## src/rtl/gpio_port_pkg.sv

```systemverilog
package gpio_port_pkg;

  localparam int WORD_W    = 32;
  localparam int BANK_SPAN = 40;   // bytes between consecutive bank bases
  localparam int BANK_ORG  = 16;   // byte offset of bank 0
  localparam int NUM_REGS  = 5;    // implemented words per bank

  typedef enum logic [2:0] {
    REG_DIR = 3'd0,
    REG_OUT = 3'd1,
    REG_SET = 3'd2,
    REG_CLR = 3'd3,
    REG_IN  = 3'd4
  } reg_sel_t;

  function automatic int bank_base(input int bank);
    return BANK_ORG + BANK_SPAN * bank;
  endfunction

  function automatic logic [WORD_W-1:0] apply_set(input logic [WORD_W-1:0] cur,
                                                  input logic [WORD_W-1:0] mask);
    return cur | mask;
  endfunction

  function automatic logic [WORD_W-1:0] apply_clr(input logic [WORD_W-1:0] cur,
                                                  input logic [WORD_W-1:0] mask);
    return cur & ~mask;
  endfunction

endpackage

```

## src/rtl/gpio_addr_decode.sv

```systemverilog
module gpio_addr_decode
  import gpio_port_pkg::*;
#(
  parameter int NUM_BANKS  = 5,
  parameter int ADDR_W     = 8,
  parameter int BANK_IDX_W = 3
) (
  input  logic [ADDR_W-1:0]     addr,
  output logic                  hit,
  output logic [BANK_IDX_W-1:0] bank_idx,
  output reg_sel_t              reg_sel
);

  always_comb begin
    hit      = 1'b0;
    bank_idx = '0;
    reg_sel  = REG_DIR;
    for (int b = 0; b < NUM_BANKS; b++) begin
      int off;
      off = int'(addr) - bank_base(b);
      if (off >= 0 && off < BANK_SPAN && (off % 4) == 0 && (off / 4) < NUM_REGS) begin
        hit      = 1'b1;
        bank_idx = BANK_IDX_W'(b);
        reg_sel  = reg_sel_t'(3'(off / 4));
      end
    end
  end

endmodule

```

## src/rtl/gpio_bank.sv

```systemverilog
module gpio_bank
  import gpio_port_pkg::*;
#(
  parameter int W = 32
) (
  input  logic         clk,
  input  logic         rst_n,
  input  logic         wr_dir,
  input  logic         wr_out,
  input  logic         wr_set,
  input  logic         wr_clr,
  input  logic [W-1:0] wdata,
  input  logic [W-1:0] pins,
  output logic [W-1:0] dir_q,
  output logic [W-1:0] latch_q,
  output logic [W-1:0] in_q
);

  logic [W-1:0] sync1;
  logic [1:0]   sync_age;
  logic [W-1:0] latch_nxt;

  always_comb begin
    latch_nxt = latch_q;
    if (wr_out)      latch_nxt = wdata;
    else if (wr_set) latch_nxt = apply_set(latch_q, wdata);
    else if (wr_clr) latch_nxt = apply_clr(latch_q, wdata);
  end

  always_ff @(posedge clk or negedge rst_n) begin
    if (!rst_n) begin
      dir_q   <= '1;
      latch_q <= '0;
    end else begin
      if (wr_dir) dir_q <= wdata;
      latch_q <= latch_nxt;
    end
  end

  always_ff @(posedge clk or negedge rst_n) begin
    if (!rst_n) begin
      sync1    <= '0;
      in_q     <= '0;
      sync_age <= '0;
    end else begin
      sync1 <= pins;
      in_q  <= sync1;
      if (sync_age != 2'd2) sync_age <= sync_age + 2'd1;
    end
  end


  set_mask_chk: assert property (@(posedge clk) disable iff (!rst_n)
    (wr_set && !wr_out) |=> ((latch_q & $past(wdata)) == $past(wdata)));


  clr_mask_chk: assert property (@(posedge clk) disable iff (!rst_n)
    (wr_clr && !wr_out && !wr_set) |=> ((latch_q & $past(wdata)) == '0));


  dir_hold_chk: assert property (@(posedge clk) disable iff (!rst_n)
    !wr_dir |=> $stable(dir_q));


  sync_depth_chk: assert property (@(posedge clk) disable iff (!rst_n)
    (sync_age == 2'd2) |-> (in_q == $past(pins, 2)));

endmodule

```

## src/rtl/gpio_bank_port.sv

```systemverilog
module gpio_bank_port
  import gpio_port_pkg::*;
#(
  parameter int NUM_BANKS = 5,
  parameter int ADDR_W    = 8
) (
  input  logic                        clk,
  input  logic                        rst_n,
  input  logic [ADDR_W-1:0]           bus_addr,
  input  logic                        bus_wr,
  input  logic [WORD_W-1:0]           bus_wdata,
  output logic [WORD_W-1:0]           bus_rdata,
  output logic [NUM_BANKS*WORD_W-1:0] pin_out,
  output logic [NUM_BANKS*WORD_W-1:0] pin_oe,
  input  logic [NUM_BANKS*WORD_W-1:0] pin_in
);

  localparam int BANK_IDX_W = (NUM_BANKS > 1) ? $clog2(NUM_BANKS) : 1;

  logic                  dec_hit;
  logic [BANK_IDX_W-1:0] dec_bank;
  reg_sel_t              dec_reg;

  logic [WORD_W-1:0] dir_w   [NUM_BANKS];
  logic [WORD_W-1:0] latch_w [NUM_BANKS];
  logic [WORD_W-1:0] in_w    [NUM_BANKS];

  gpio_addr_decode #(
    .NUM_BANKS (NUM_BANKS),
    .ADDR_W    (ADDR_W),
    .BANK_IDX_W(BANK_IDX_W)
  ) u_dec (
    .addr    (bus_addr),
    .hit     (dec_hit),
    .bank_idx(dec_bank),
    .reg_sel (dec_reg)
  );

  for (genvar b = 0; b < NUM_BANKS; b++) begin : g_bank
    logic sel;
    assign sel = bus_wr && dec_hit && (dec_bank == BANK_IDX_W'(b));

    gpio_bank #(.W(WORD_W)) u_bank (
      .clk    (clk),
      .rst_n  (rst_n),
      .wr_dir (sel && dec_reg == REG_DIR),
      .wr_out (sel && dec_reg == REG_OUT),
      .wr_set (sel && dec_reg == REG_SET),
      .wr_clr (sel && dec_reg == REG_CLR),
      .wdata  (bus_wdata),
      .pins   (pin_in[b*WORD_W +: WORD_W]),
      .dir_q  (dir_w[b]),
      .latch_q(latch_w[b]),
      .in_q   (in_w[b])
    );

    assign pin_out[b*WORD_W +: WORD_W] = latch_w[b];
    assign pin_oe [b*WORD_W +: WORD_W] = ~dir_w[b];
  end

  always_comb begin
    bus_rdata = '0;
    if (dec_hit) begin
      unique case (dec_reg)
        REG_DIR:                   bus_rdata = dir_w[dec_bank];
        REG_OUT, REG_SET, REG_CLR: bus_rdata = latch_w[dec_bank];
        REG_IN:                    bus_rdata = in_w[dec_bank];
        default:                   bus_rdata = '0;
      endcase
    end
  end


  unused_read_chk: assert property (@(posedge clk) disable iff (!rst_n)
    !dec_hit |-> (bus_rdata == '0));


  oe_follows_dir_chk: assert property (@(posedge clk) disable iff (!rst_n)
    (bus_wr && dec_hit && dec_reg == REG_DIR && dec_bank == '0)
      |=> (pin_oe[WORD_W-1:0] == ~$past(bus_wdata)));

endmodule

```

## config.mk

```make
export PLATFORM = sky130hd
export DESIGN_NAME = gpio_bank_port
export DESIGN_NICKNAME = d
export VERILOG_FILES = /design/src/rtl/gpio_port_pkg.sv /design/src/rtl/gpio_addr_decode.sv /design/src/rtl/gpio_bank.sv /design/src/rtl/gpio_bank_port.sv
export SDC_FILE = /design/constraint.sdc
export NUM_CORES = 1
export LEC_CHECK = 0
export BUFFER_PORTS_ARGS = -buffer_cell sky130_fd_sc_hd__buf_4
export CORE_MARGIN = 4
export CORE_UTILIZATION = 50
export CTS_CLUSTER_SIZE = 28
export DETAILED_ROUTE_END_ITERATION = 10
export GPL_TIMING_DRIVEN = 0
export HOLD_SLACK_MARGIN = 0.03
export PLACE_DENSITY_LB_ADDON = 0.3
export SLEW_MARGIN = 20
export SYNTH_ARGS = -nofsm -noshare
export SYNTH_HDL_FRONTEND = slang
export SYNTH_SLANG_ARGS = --single-unit
```

## constraint.sdc

```tcl
create_clock -name clk -period 8.3 [get_ports clk]
set_input_delay 1.66 -clock clk [delete_from_list [all_inputs] [get_ports clk]]
set_output_delay 1.66 -clock clk [all_outputs]
set_load 0.01 [all_outputs]
```

# Yosys cells after proc, flatten, opt, wreduce, memory -nomap -nowiden
# Index checks and enable logic that the tools add are counted.
dict set report word_totals {
  word_cells 175
  latch_bits 0
  ramBits 0
  register_bits 640
  mem_count 0
  rom_bits 0
  input_bits 203
}
dict set report classes {
  n_div 0
  order_cmp 16
  eq_ne 8
  n_reduce_logical 59
  mux 40
  shifts 0
  bitwise_logic 22
  add_sub_neg 10
  mul 0
}
# cell count
set ops {}
lappend ops {{two-way mux 32 bit} 22}
lappend ops {{binary-select mux 32 bit (select 3 bit)} 3}
lappend ops {{NOT 32 bit} 6}
lappend ops {{adder 32 x 1 -> 32 bit} 5}
lappend ops {{bitwise AND 32 bit} 5}
lappend ops {{greater-or-equal comparator 32 x 1 -> 1 bit, second input constant} 5}
lappend ops {{zero test 32 bit} 5}
lappend ops {{less-than comparator 32 x 4 -> 1 bit, second input constant} 5}
lappend ops {{less-than comparator 32 x 7 -> 1 bit, second input constant} 5}
lappend ops {{OR 32 bit} 5}
lappend ops {{one-hot mux 32 bit (3 select lines)} 1}
lappend ops {{logical AND 1 bit} 41}
lappend ops {{two-way mux 3 bit} 6}
lappend ops {{subtractor 8 x 8 -> 9 bit, second input constant} 2}
lappend ops {{nonzero test 3 bit} 5}
lappend ops {{equality test 3 x 2 -> 1 bit, second input constant} 4}
lappend ops {{OR reduction 2 bit} 5}
lappend ops {{subtractor 8 x 5 -> 9 bit, second input constant} 1}
lappend ops {{subtractor 8 x 6 -> 9 bit, second input constant} 1}
lappend ops {{subtractor 8 x 7 -> 9 bit, second input constant} 1}
lappend ops {{equality test 3 x 1 -> 1 bit, second input constant} 2}
lappend ops {{equality test 3 bit, second input constant} 2}
lappend ops {{zero test 3 bit} 2}
lappend ops {{two-way mux 1 bit} 6}
lappend ops {{5 further kinds} 10}

# Logic depth before layout (Yosys ltp)
# Gate-level depths: netlist of run 1.
dict set report logic_depth {
  word_depth 17
  ltp_mapped 25
}

# Modules after synthesis
# A second synthesis of run 1 with hierarchy kept.
dict set report unflattened {
  hier_cells 2250
  hier_area_um2 28094.4
}
# mod seq_area_each_um2 n_inst cells_per_inst area_per_inst_um2
set modules_own_cells {}
lappend modules_own_cells {gpio_bank 3243.1 5 240 4149.0}
lappend modules_own_cells {gpio_bank_port 0.0 1 722 4844.6}
lappend modules_own_cells {gpio_addr_decode 0.0 1 328 2504.9}

# Least setup slack after synthesis of run 1
# OpenSTA, ideal clock, no wires.
dict set report synth_path {
  kind {input-to-output}
  startpoint {input port bus_addr[5]}
  endpoint {output port bus_rdata[11]}
  stages 24
  path_buffers 5
  setup_slack_ns -0.484
  arrival_ns 7.124
  required_ns 6.640
  cell_sequence {buf_2 > inv_1 > ha_1 > inv_1 > o31ai_1 > o21a_1 > ha_1 > ha_1 > nor2b_1 > nand3_1 > ha_1 > nand4b_1 > a2111oi_0 > a41o_1 > and2_1 > clkbuf_1 > nor3b_1 > o22ai_1 > and3_1 > buf_6 > buf_6 > clkbuf_1 > a211oi_1 > o32ai_1}
}
dict set report synth_between {
  elab_chain_cells 15
  elab_cells_between_ends 82
  classes_between {10 x add/sub; 15 x order compare; 4 x eq/ne; 25 x mux; 6 x bitwise; 22 x reduce/logical}
}
# element line
set synth_lines {}
lappend synth_lines {{start: declaration} gpio_bank_port.sv:9} ;# input logic [ADDR_W-1:0] bus_addr,
lappend synth_lines {{subtractor 8 x 6 -> 9 bit} gpio_addr_decode.sv:20} ;# off = int'(addr) - bank_base(b);
lappend synth_lines {{bitwise AND 1 bit (no source line) (tied with other cells)} --}
lappend synth_lines {{adder 32 x 1 -> 32 bit (no source line) (tied with other cells)} --}
lappend synth_lines {{less-than comparator 32 x 4 -> 1 bit or logical AND 1 bit (tied branches)} gpio_addr_decode.sv:21} ;# if (off >= 0 && off < BANK_SPAN && (off % 4) == 0 && (off / 4) < NUM_REGS) begin
lappend synth_lines {{logical AND 1 bit} gpio_addr_decode.sv:21}
lappend synth_lines {{two-way mux 1 bit} gpio_addr_decode.sv:21}
lappend synth_lines {{two-way mux 2 bit (2 in series)} gpio_addr_decode.sv:21}
lappend synth_lines {{two-way mux 3 bit} gpio_addr_decode.sv:21}
lappend synth_lines {{NOT 3 -> 4 bit (not written as such)} {gpio_bank_port.sv:65, gpio_bank_port.sv:66, gpio_bank_port.sv:67}}
lappend synth_lines {{binary-select mux 32 bit (select 3 bit), on equally long branches} {gpio_bank_port.sv:67, gpio_bank_port.sv:65, gpio_bank_port.sv:66}}
lappend synth_lines {{two-way mux 32 bit, on equally long branches (2 in series)} {gpio_bank_port.sv:67, gpio_bank_port.sv:65, gpio_bank_port.sv:66}}
lappend synth_lines {{one-hot mux 32 bit (3 select lines)} gpio_bank_port.sv:64} ;# unique case (dec_reg)
lappend synth_lines {{two-way mux 32 bit (*)} gpio_bank_port.sv:63} ;# if (dec_hit) begin
lappend synth_lines {{end: declaration} gpio_bank_port.sv:12} ;# output logic [WORD_W-1:0] bus_rdata,
# Every way passes the cells marked *; elsewhere a longest branch is shown, timed or not. The select of a mux whose other input is x is not followed.

# Worst setup path after layout of run 1
dict set report layout_path {
  startpoint {input port bus_addr[5]}
  endpoint {output port bus_rdata[15]}
}
# Same word-level chain as after synthesis.

==> impl_metrics.csv, run 1 <==
group,metric,value,unit
run_status,status,"complete, but fails checks",
run_status,failing_checks,"setup timing",
logic_synthesis,yosysWarnings,0,
logic_synthesis,synth-seq-area-share,0.594,
clocking,clkSlewWorstSetupHoldPaths,0.06,ns
global_route,gr-usage-all-layers,0.414,
critical_path,arrival,6.74,ns
drt,vias,24231,
logic_synthesis,ys_async_sr_fraction,1.00,
timing,final_hold_vio_count,0,
timing,finalCritPeriodShare,1.01,
clocking,buffer_type_at_the_clock_tree_root,"clkbuf_16",
die,floorplan.io_pins,555,
global_route,vias_in_the_first_global_route,24265,
finish,share_of_cells_above_drive_strength_1,0.434,
global_route,gr-total-overflow,0,
critical_path,worst_ep_required_time,6.64,ns
timing,skew,0.0173,ns
logic_synthesis,post_synth_fa_ha_maj_area_fraction,0.0284,
logic_synthesis,synth_area_per_cell,11.6,um^2
timing,finalSetupViolCount,6,
critical_path,worst_path_dominant_cell_family,"simple AND/OR/NAND/NOR gates",
global_route,number_of_antenna_violations_at_the_first_check_in_global_routing,10,
power_and_ir_drop,ir_worst_vdd,0.259,mV
logic_synthesis,netlist_top_cells_area,"dfrtp_1 44%, dfstp_2 15%, mux2_2 6.9%",
finish,nNetsFinal,3277,
placed_design,number_of_buffers_added_on_ports,553,
finish,final_core_utilization,0.679,
die,std_cell_rows,85,
clocking,clock_sink_count,640,
timing,final.min_clock_period,8.40,ns
placed_design,placed_area,0.0325,mm^2
timing,worstMarginPinSlew,1.13,ns
finish,instances_no_fill,3766,
critical_path,crit_buf_inv,6,
critical_path,criticalPathCategory,"input pin to primary output",
timing,grt_setup_unrepaired,"true",
critical_path,max_stage_delay,0.52,ns
logic_synthesis,synth_compound_gate_area_share,0.170,
run,max_cap_viol_count,0,
drt,detail_route.iter0.violations,3039,
timing,final.setup.tns,-0.282,ns
clocking,htree_levels,3,
die,die_h,242,um
logic_synthesis,synth-seq-cells,640,
logic_synthesis,yosys_most_used_dff,"dfrtp_1",
drt,viasPerCell,6.43,
placed_design,hpwl,87900,um
power_and_ir_drop,report.power.total,8.03,mW
drt,routed_wire_length,124000,um
logic_synthesis,netlist_instances,2347,
global_route,pin_count_of_the_biggest_net_entering_global_routing,105,
timing,relSlewSlack,0.244,
logic_synthesis,synth_mux_area_frac,0.0733,
clocking,postCtsHoldBufs,0,
timing,postLayoutSetupSlackWorst,-0.0959,ns
die,dieArea,0.0584,mm^2
timing,fmaxAchievable,119,MHz
logic_synthesis,ys_types,82,
logic_synthesis,number_of_nets_produced_by_synthesis,2612,
clocking,cts_tree,"done",
critical_path,critical_path.max_fanout,5,
drt,routedWlPerCell,33.1,um
critical_path,crit_path_top_delay_cell,"or4_1",
clocking,cts_buffer_depth,3,
logic_synthesis,synth_top_cell_area_share,0.440,
logic_synthesis,yosysTopAreaCell,"dfrtp_1",
power_and_ir_drop,total_leakage_power,16.4,nW
power_and_ir_drop,power_density,219,mW/mm^2
logic_synthesis,fraction_of_synthesized_cell_area_in_xor_and_xnor_cells,0.00578,
timing,report.final.slew_viol_count,0,
finish,design_area,0.0366,mm^2
logic_synthesis,largest_family_of_logic_cells_by_synthesized_area,"compound AO/OA/AOI/OAI gates",
critical_path,worst_setup_path_start_kind,"input pin",
critical_path,crit_chain,"buf_12 -> buf_8 -> a21o_4 -> nor2_4 -> ha_4 -> nand3_4 -> or3_1 -> ha_1 -> or3b_4 -> a2111oi_4 -> a41oi_1 -> or4_1 -> buf_6 -> o311a_4 -> or2_4 -> and3_4 -> buf_12 -> buf_4 -> mux2_2 -> a221oi_4 -> o22ai_2 -> buf_4",
drt,residual_drc,0,
placed_design,pre_cts_slack,-3.03,ns
die,placeableCoreArea,0.0539,mm^2
logic_synthesis,yosys.area_share.simple,0.0728,
drt,detail-route-antenna-nets,0,
global_route,global_route_wire_length_before_repair,175000,um
critical_path,critical_path.endpoint_type,"primary output",
die,start_util,0.506,
die,floorplan.die.width,242,um
logic_synthesis,mappedNetlistArea,0.0273,mm^2
clocking,cts_inserted_buffers,67,
placed_design,placed_cells,3604,
clocking,worst_skew_pair.late_latency,0.61,ns
placed_design,place.gp.congestion,1.02,
timing,final.hold.worst_slack,0.338,ns
min_path,worstHoldPathType,"flip-flop to flip-flop",
logic_synthesis,synth_enable_flop_cells,0,
finish,syn_to_final_growth,34.1,%
drt,firstDrtPassIters,7,
==> power breakdown <==
group / internal (mW) / total, mW / switching (mW)
logic: 0.574 / 1.31 / 0.734
registers: 3.40 / 3.53 / 0.130
clock network: 1.88 / 3.19 / 1.31
total: 5.85 / 8.03 / 2.18
==> cells in the mapped netlist, types with 8 or more instances <==
cell type and count:
nor3_1 30, nand2_1 174, o21ai_1 9, dfstp_2 160
o21ai_0 199, nor2b_1 10, ha_1 62, xnor2_1 9
nand3_1 20, dfrtp_1 480, nor2_1 67, nor4_1 16
o32ai_1 13, a211oi_1 62, o22ai_1 113, a221oi_1 21
clkbuf_1 128, buf_1 8, a22o_1 109, o221ai_1 40
nand4_1 19, inv_1 172, mux2_2 167, or3_1 19
buf_2 37, a21oi_1 61, xor2_1 9, buf_4 13
==> cells by family (layout without fill, tap and decap cells) <==
group           count (synthesis)  after routing
compound gates                680            680
xor+xnor                       18             18
fa+ha+maj                      62             62
buf+inv                       363           1081
flops                         640            640
mux                           177            177
other cells                     0              5
simple gates                  407            407
==> cell usage in the layout, fill, tap and decap left out, types with 11 or more instances in the layout <==
cell       count
dfstp_2      160
nor3_1        22
nand2_1      170
clkbuf_4      17
nand3_1       18
inv_1        170
a211oi_1      44
a22o_1       109
clkbuf_1      71
nor2_1        61
o21ai_1       12
clkbuf_2      21
o22ai_2       15
buf_6         26
o21ai_0      193
ha_1          51
or3_1         19
a211oi_2      14
mux2_2       165
dfrtp_1      480
clkbuf_16     67
clkbuf_8      17
o22ai_1       97
a21oi_1       52
buf_4        602
nand4_1       19
clkinv_2      11
o221ai_1      36
buf_2         39
a221oi_1      14
==> area by class of cell <==
| cell class | instances | area (um^2) |
|---|---|---|
| antenna | 5 | 12.5 |
| buffer | 188 | 1200 |
| clock buffer | 93 | 1910 |
| clock inverter | 29 | 389 |
| fill | 4010 | 17300 |
| inverter | 172 | 649 |
| multi-input combinational | 1344 | 10600 |
| sequential | 640 | 16200 |
| tap | 696 | 871 |
| timing repair buffer | 599 | 4740 |
==> final timing paths <==
path,slack [ns],end,depth (start not counted),from
max in group asynchronous,5.98,g_bank[0].u_bank.sync1[9]$_DFF_PN0_,3,rst_n
setup reg to reg,7.44,flip-flop,1,flip-flop
setup / recovery,-0.1,bus_rdata[15],22,bus_addr[5]
hold reg to reg,0.34,g_bank[4].u_bank.in_q[30]$_DFF_PN0_,0,g_bank[4].u_bank.sync1[30]$_DFF_PN0_
min in group asynchronous,0.95,asynchronous set/reset pin,1,rst_n
hold / removal,0.34,g_bank[4].u_bank.in_q[30]$_DFF_PN0_,0,g_bank[4].u_bank.sync1[30]$_DFF_PN0_
==> what timing repair did <==
item	in CTS	in global routing
setup endpoints to repair	32	32
gates resized for setup	254	138
buffers inserted	28	8
gates cloned	2	0
pin swaps	40	33
==> metal layers <==
metal,track usage,wire length [um]
met5,0,59
met4,0.248,9190
met3,0.169,17300
met2,0.621,54500
met1,0.503,43400
No activity file was read; power rests on OpenSTA's default activity.
==> run 2: changes to the inputs <==
- CORE_MARGIN: 4 -> 2
- SLEW_MARGIN: 20 -> 5
==> impl_metrics.csv, run 2 (synthesis gave the netlist of run 1 again) <==
group,metric,value,unit
run_status,status,"finished clean",
placed_design,placed_cells,3604,
finish,layout_common_cells,"604 x buf_4, 480 x dfrtp_1, 194 x o21ai_0",
critical_path,critical_path.max_fanout,12,
clocking,clock_sink_count,640,
die,floorplan.io_pins,555,
placed_design,number_of_buffers_added_on_ports,553,
global_route,pin_count_of_the_biggest_net_entering_global_routing,109,
drt,detail-route-antenna-nets,0,
min_path,worstHoldPathType,"flip-flop to flip-flop",
finish,design_area,0.0364,mm^2
power_and_ir_drop,total_leakage_power,16.4,nW
global_route,global_route_wire_length_before_repair,170000,um
global_route,number_of_antenna_violations_at_the_first_check_in_global_routing,6,
critical_path,worst_setup_path_start_kind,"input pin",
run,max_cap_viol_count,0,
timing,skew,0.0162,ns
drt,viasPerCell,6.52,
placed_design,place.gp.congestion,1.01,
die,placeableCoreArea,0.0539,mm^2
finish,final.fill_count,4024,
critical_path,reg2reg_depth,1,
drt,vias,24588,
timing,finalSetupViolCount,0,
timing,grt_setup_unrepaired,"true",
clocking,worst_skew_pair.late_latency,0.62,ns
power_and_ir_drop,power_density,221,mW/mm^2
die,dieArea,0.0564,mm^2
timing,finalCritPeriodShare,1.00,
critical_path,critical_path.endpoint_type,"primary output",
critical_path,worst_ep_required_time,6.64,ns
drt,routed_wire_length,122000,um
critical_path,regToRegSetupSlack,7.44,ns
finish,nNetsFinal,3281,
clocking,htree_levels,3,
clocking,cts_inserted_buffers,68,
finish,share_of_cells_above_drive_strength_1,0.423,
drt,residual_drc,0,
clocking,clkSlewWorstSetupHoldPaths,0.06,ns
clocking,cts_buffer_depth,3,
drt,firstDrtPassIters,7,
critical_path,timing.critical_path.to,"bus_rdata[15]",
finish,instances_no_fill,3772,
power_and_ir_drop,ir_worst_vdd,0.178,mV
clocking,buffer_type_at_the_clock_tree_root,"clkbuf_16",
critical_path,arrival,6.64,ns
critical_path,setup.worst_path.start,"bus_addr[3]",
placed_design,hpwl,86100,um
die,start_util,0.506,
die,floorplan.die.width,238,um
die,die_h,238,um
timing,fmaxAchievable,121,MHz
critical_path,criticalPathCategory,"input pin to primary output",
clocking,postCtsHoldBufs,0,
timing,relSlewSlack,0.234,
timing,report.final.slew_viol_count,0,
timing,worstMarginPinSlew,1.14,ns
clocking,cts_tree,"done",
finish,syn_to_final_growth,33.6,%
drt,detail_route.iter0.violations,3280,
die,std_cell_rows,85,
timing,final_hold_vio_count,0,
finish,layout.cells.most_common,"buf_4",
finish,area_of_the_multi_input_gates,0.0104,mm^2
finish,final_core_utilization,0.676,
placed_design,placed_area,0.0325,mm^2
finish,final-seq-area,0.0162,mm^2
global_route,gr-usage-all-layers,0.425,
global_route,vias_in_the_first_global_route,24245,
timing,final.min_clock_period,8.30,ns
drt,routedWlPerCell,32.2,um
global_route,gr-total-overflow,0,
[run 2: cell count changes in the layout (fill, tap and decap cells not counted), moves of 6 or more]
| cell | previous run | this run |
|---|---|---|
| a211oi_1 | 44 | 51 |
| buf_2 | 39 | 33 |
| buf_6 | 26 | 17 |
| clkbuf_1 | 71 | 82 |
| clkbuf_2 | 21 | 29 |
[run 2: worst min-delay path by stage]
stage                                          from                                  end  slack [ns]  depth (start not counted)
6_report        g_bank[3].u_bank.sync1[6]$_DFF_PN0_   g_bank[3].u_bank.in_q[6]$_DFF_PN0_        0.34                          0
5_1_grt        g_bank[1].u_bank.sync1[16]$_DFF_PN0_  g_bank[1].u_bank.in_q[16]$_DFF_PN0_        0.35                          0
4_1_cts        g_bank[1].u_bank.sync1[16]$_DFF_PN0_  g_bank[1].u_bank.in_q[16]$_DFF_PN0_        0.34                          0
3_5_place_dp    g_bank[0].u_bank.sync1[0]$_DFF_PN0_   g_bank[0].u_bank.in_q[0]$_DFF_PN0_        0.33                          0
3_3_place_gp   g_bank[4].u_bank.sync1[11]$_DFF_PN0_  g_bank[4].u_bank.in_q[11]$_DFF_PN0_        0.33                          0
2_1_floorplan   g_bank[0].u_bank.sync1[0]$_DFF_PN0_   g_bank[0].u_bank.in_q[0]$_DFF_PN0_        0.33                          0
[run 2: area by class of cell]
type / count / share of cell area
plain buffers: 187 / 0.0321
diodes: 4 / 0.000275
repair buffers: 603 / 0.131
inverters: 172 / 0.0180
well taps: 696 / 0.0239
clock inverters: 31 / 0.0130
clock buffers: 95 / 0.0517
multi-input cells: 1344 / 0.285
flip-flops and latches: 640 / 0.445
[run 2: through the flow]
stage	setup WS, ns	setup TNS [ns]	power, mW	hold slack, ns
detailed placement	-3.02	-74.44	4.72	0.335
global placement	-2.98	-514.01	4.67	0.333
global route	-0.140	-2.07	8.26	0.348
CTS	0.00832	0	7.97	0.344
floorplan	0.0352	0	4.06	0.331
finish	0.00127	0	8.05	0.342
[run 2: layer usage]
layer | up-vias | global-route usage | share of wire
li1 | 9776 | - | -
met1 | 12178 | 0.524 | 0.35
met2 | 2076 | 0.613 | 0.43
met3 | 552 | 0.164 | 0.14
met4 | 6 | 0.303 | 0.085
met5 | - | 0 | 0.00033
[run 2: critical path, stage by stage]
cell	delay (ns)
buf_4	0.19
buf_4	0.24
clkinvlp_4	0.22
ha_4	0.40
nand3b_1	0.17
nand2b_4	0.19
ha_1	0.29
nor4bb_2	0.29
nand4_1	0.19
a2111oi_4	0.30
buf_4	0.19
o21ai_4	0.12
o311ai_4	0.44
and3_4	0.30
buf_12	0.17
mux2_2	0.37
a221oi_4	0.51
o22ai_2	0.18
buf_6	0.17
[run 2: where the power goes]
part           switching (mW)  total (mW)  leakage [nW]  internal, mW
Combinational           0.734        1.30          7.61         0.569
Sequential              0.132        3.53          7.62          3.40
Clock                    1.32        3.22          1.13          1.90
Total                    2.19        8.05          16.4          5.86
[run 2: what timing repair did]
item                       4_1_cts  5_1_grt
cloned                           2        0
buffers inserted                17       23
pin swaps                       33       39
resized for setup              251       81
setup endpoints to repair       32       32
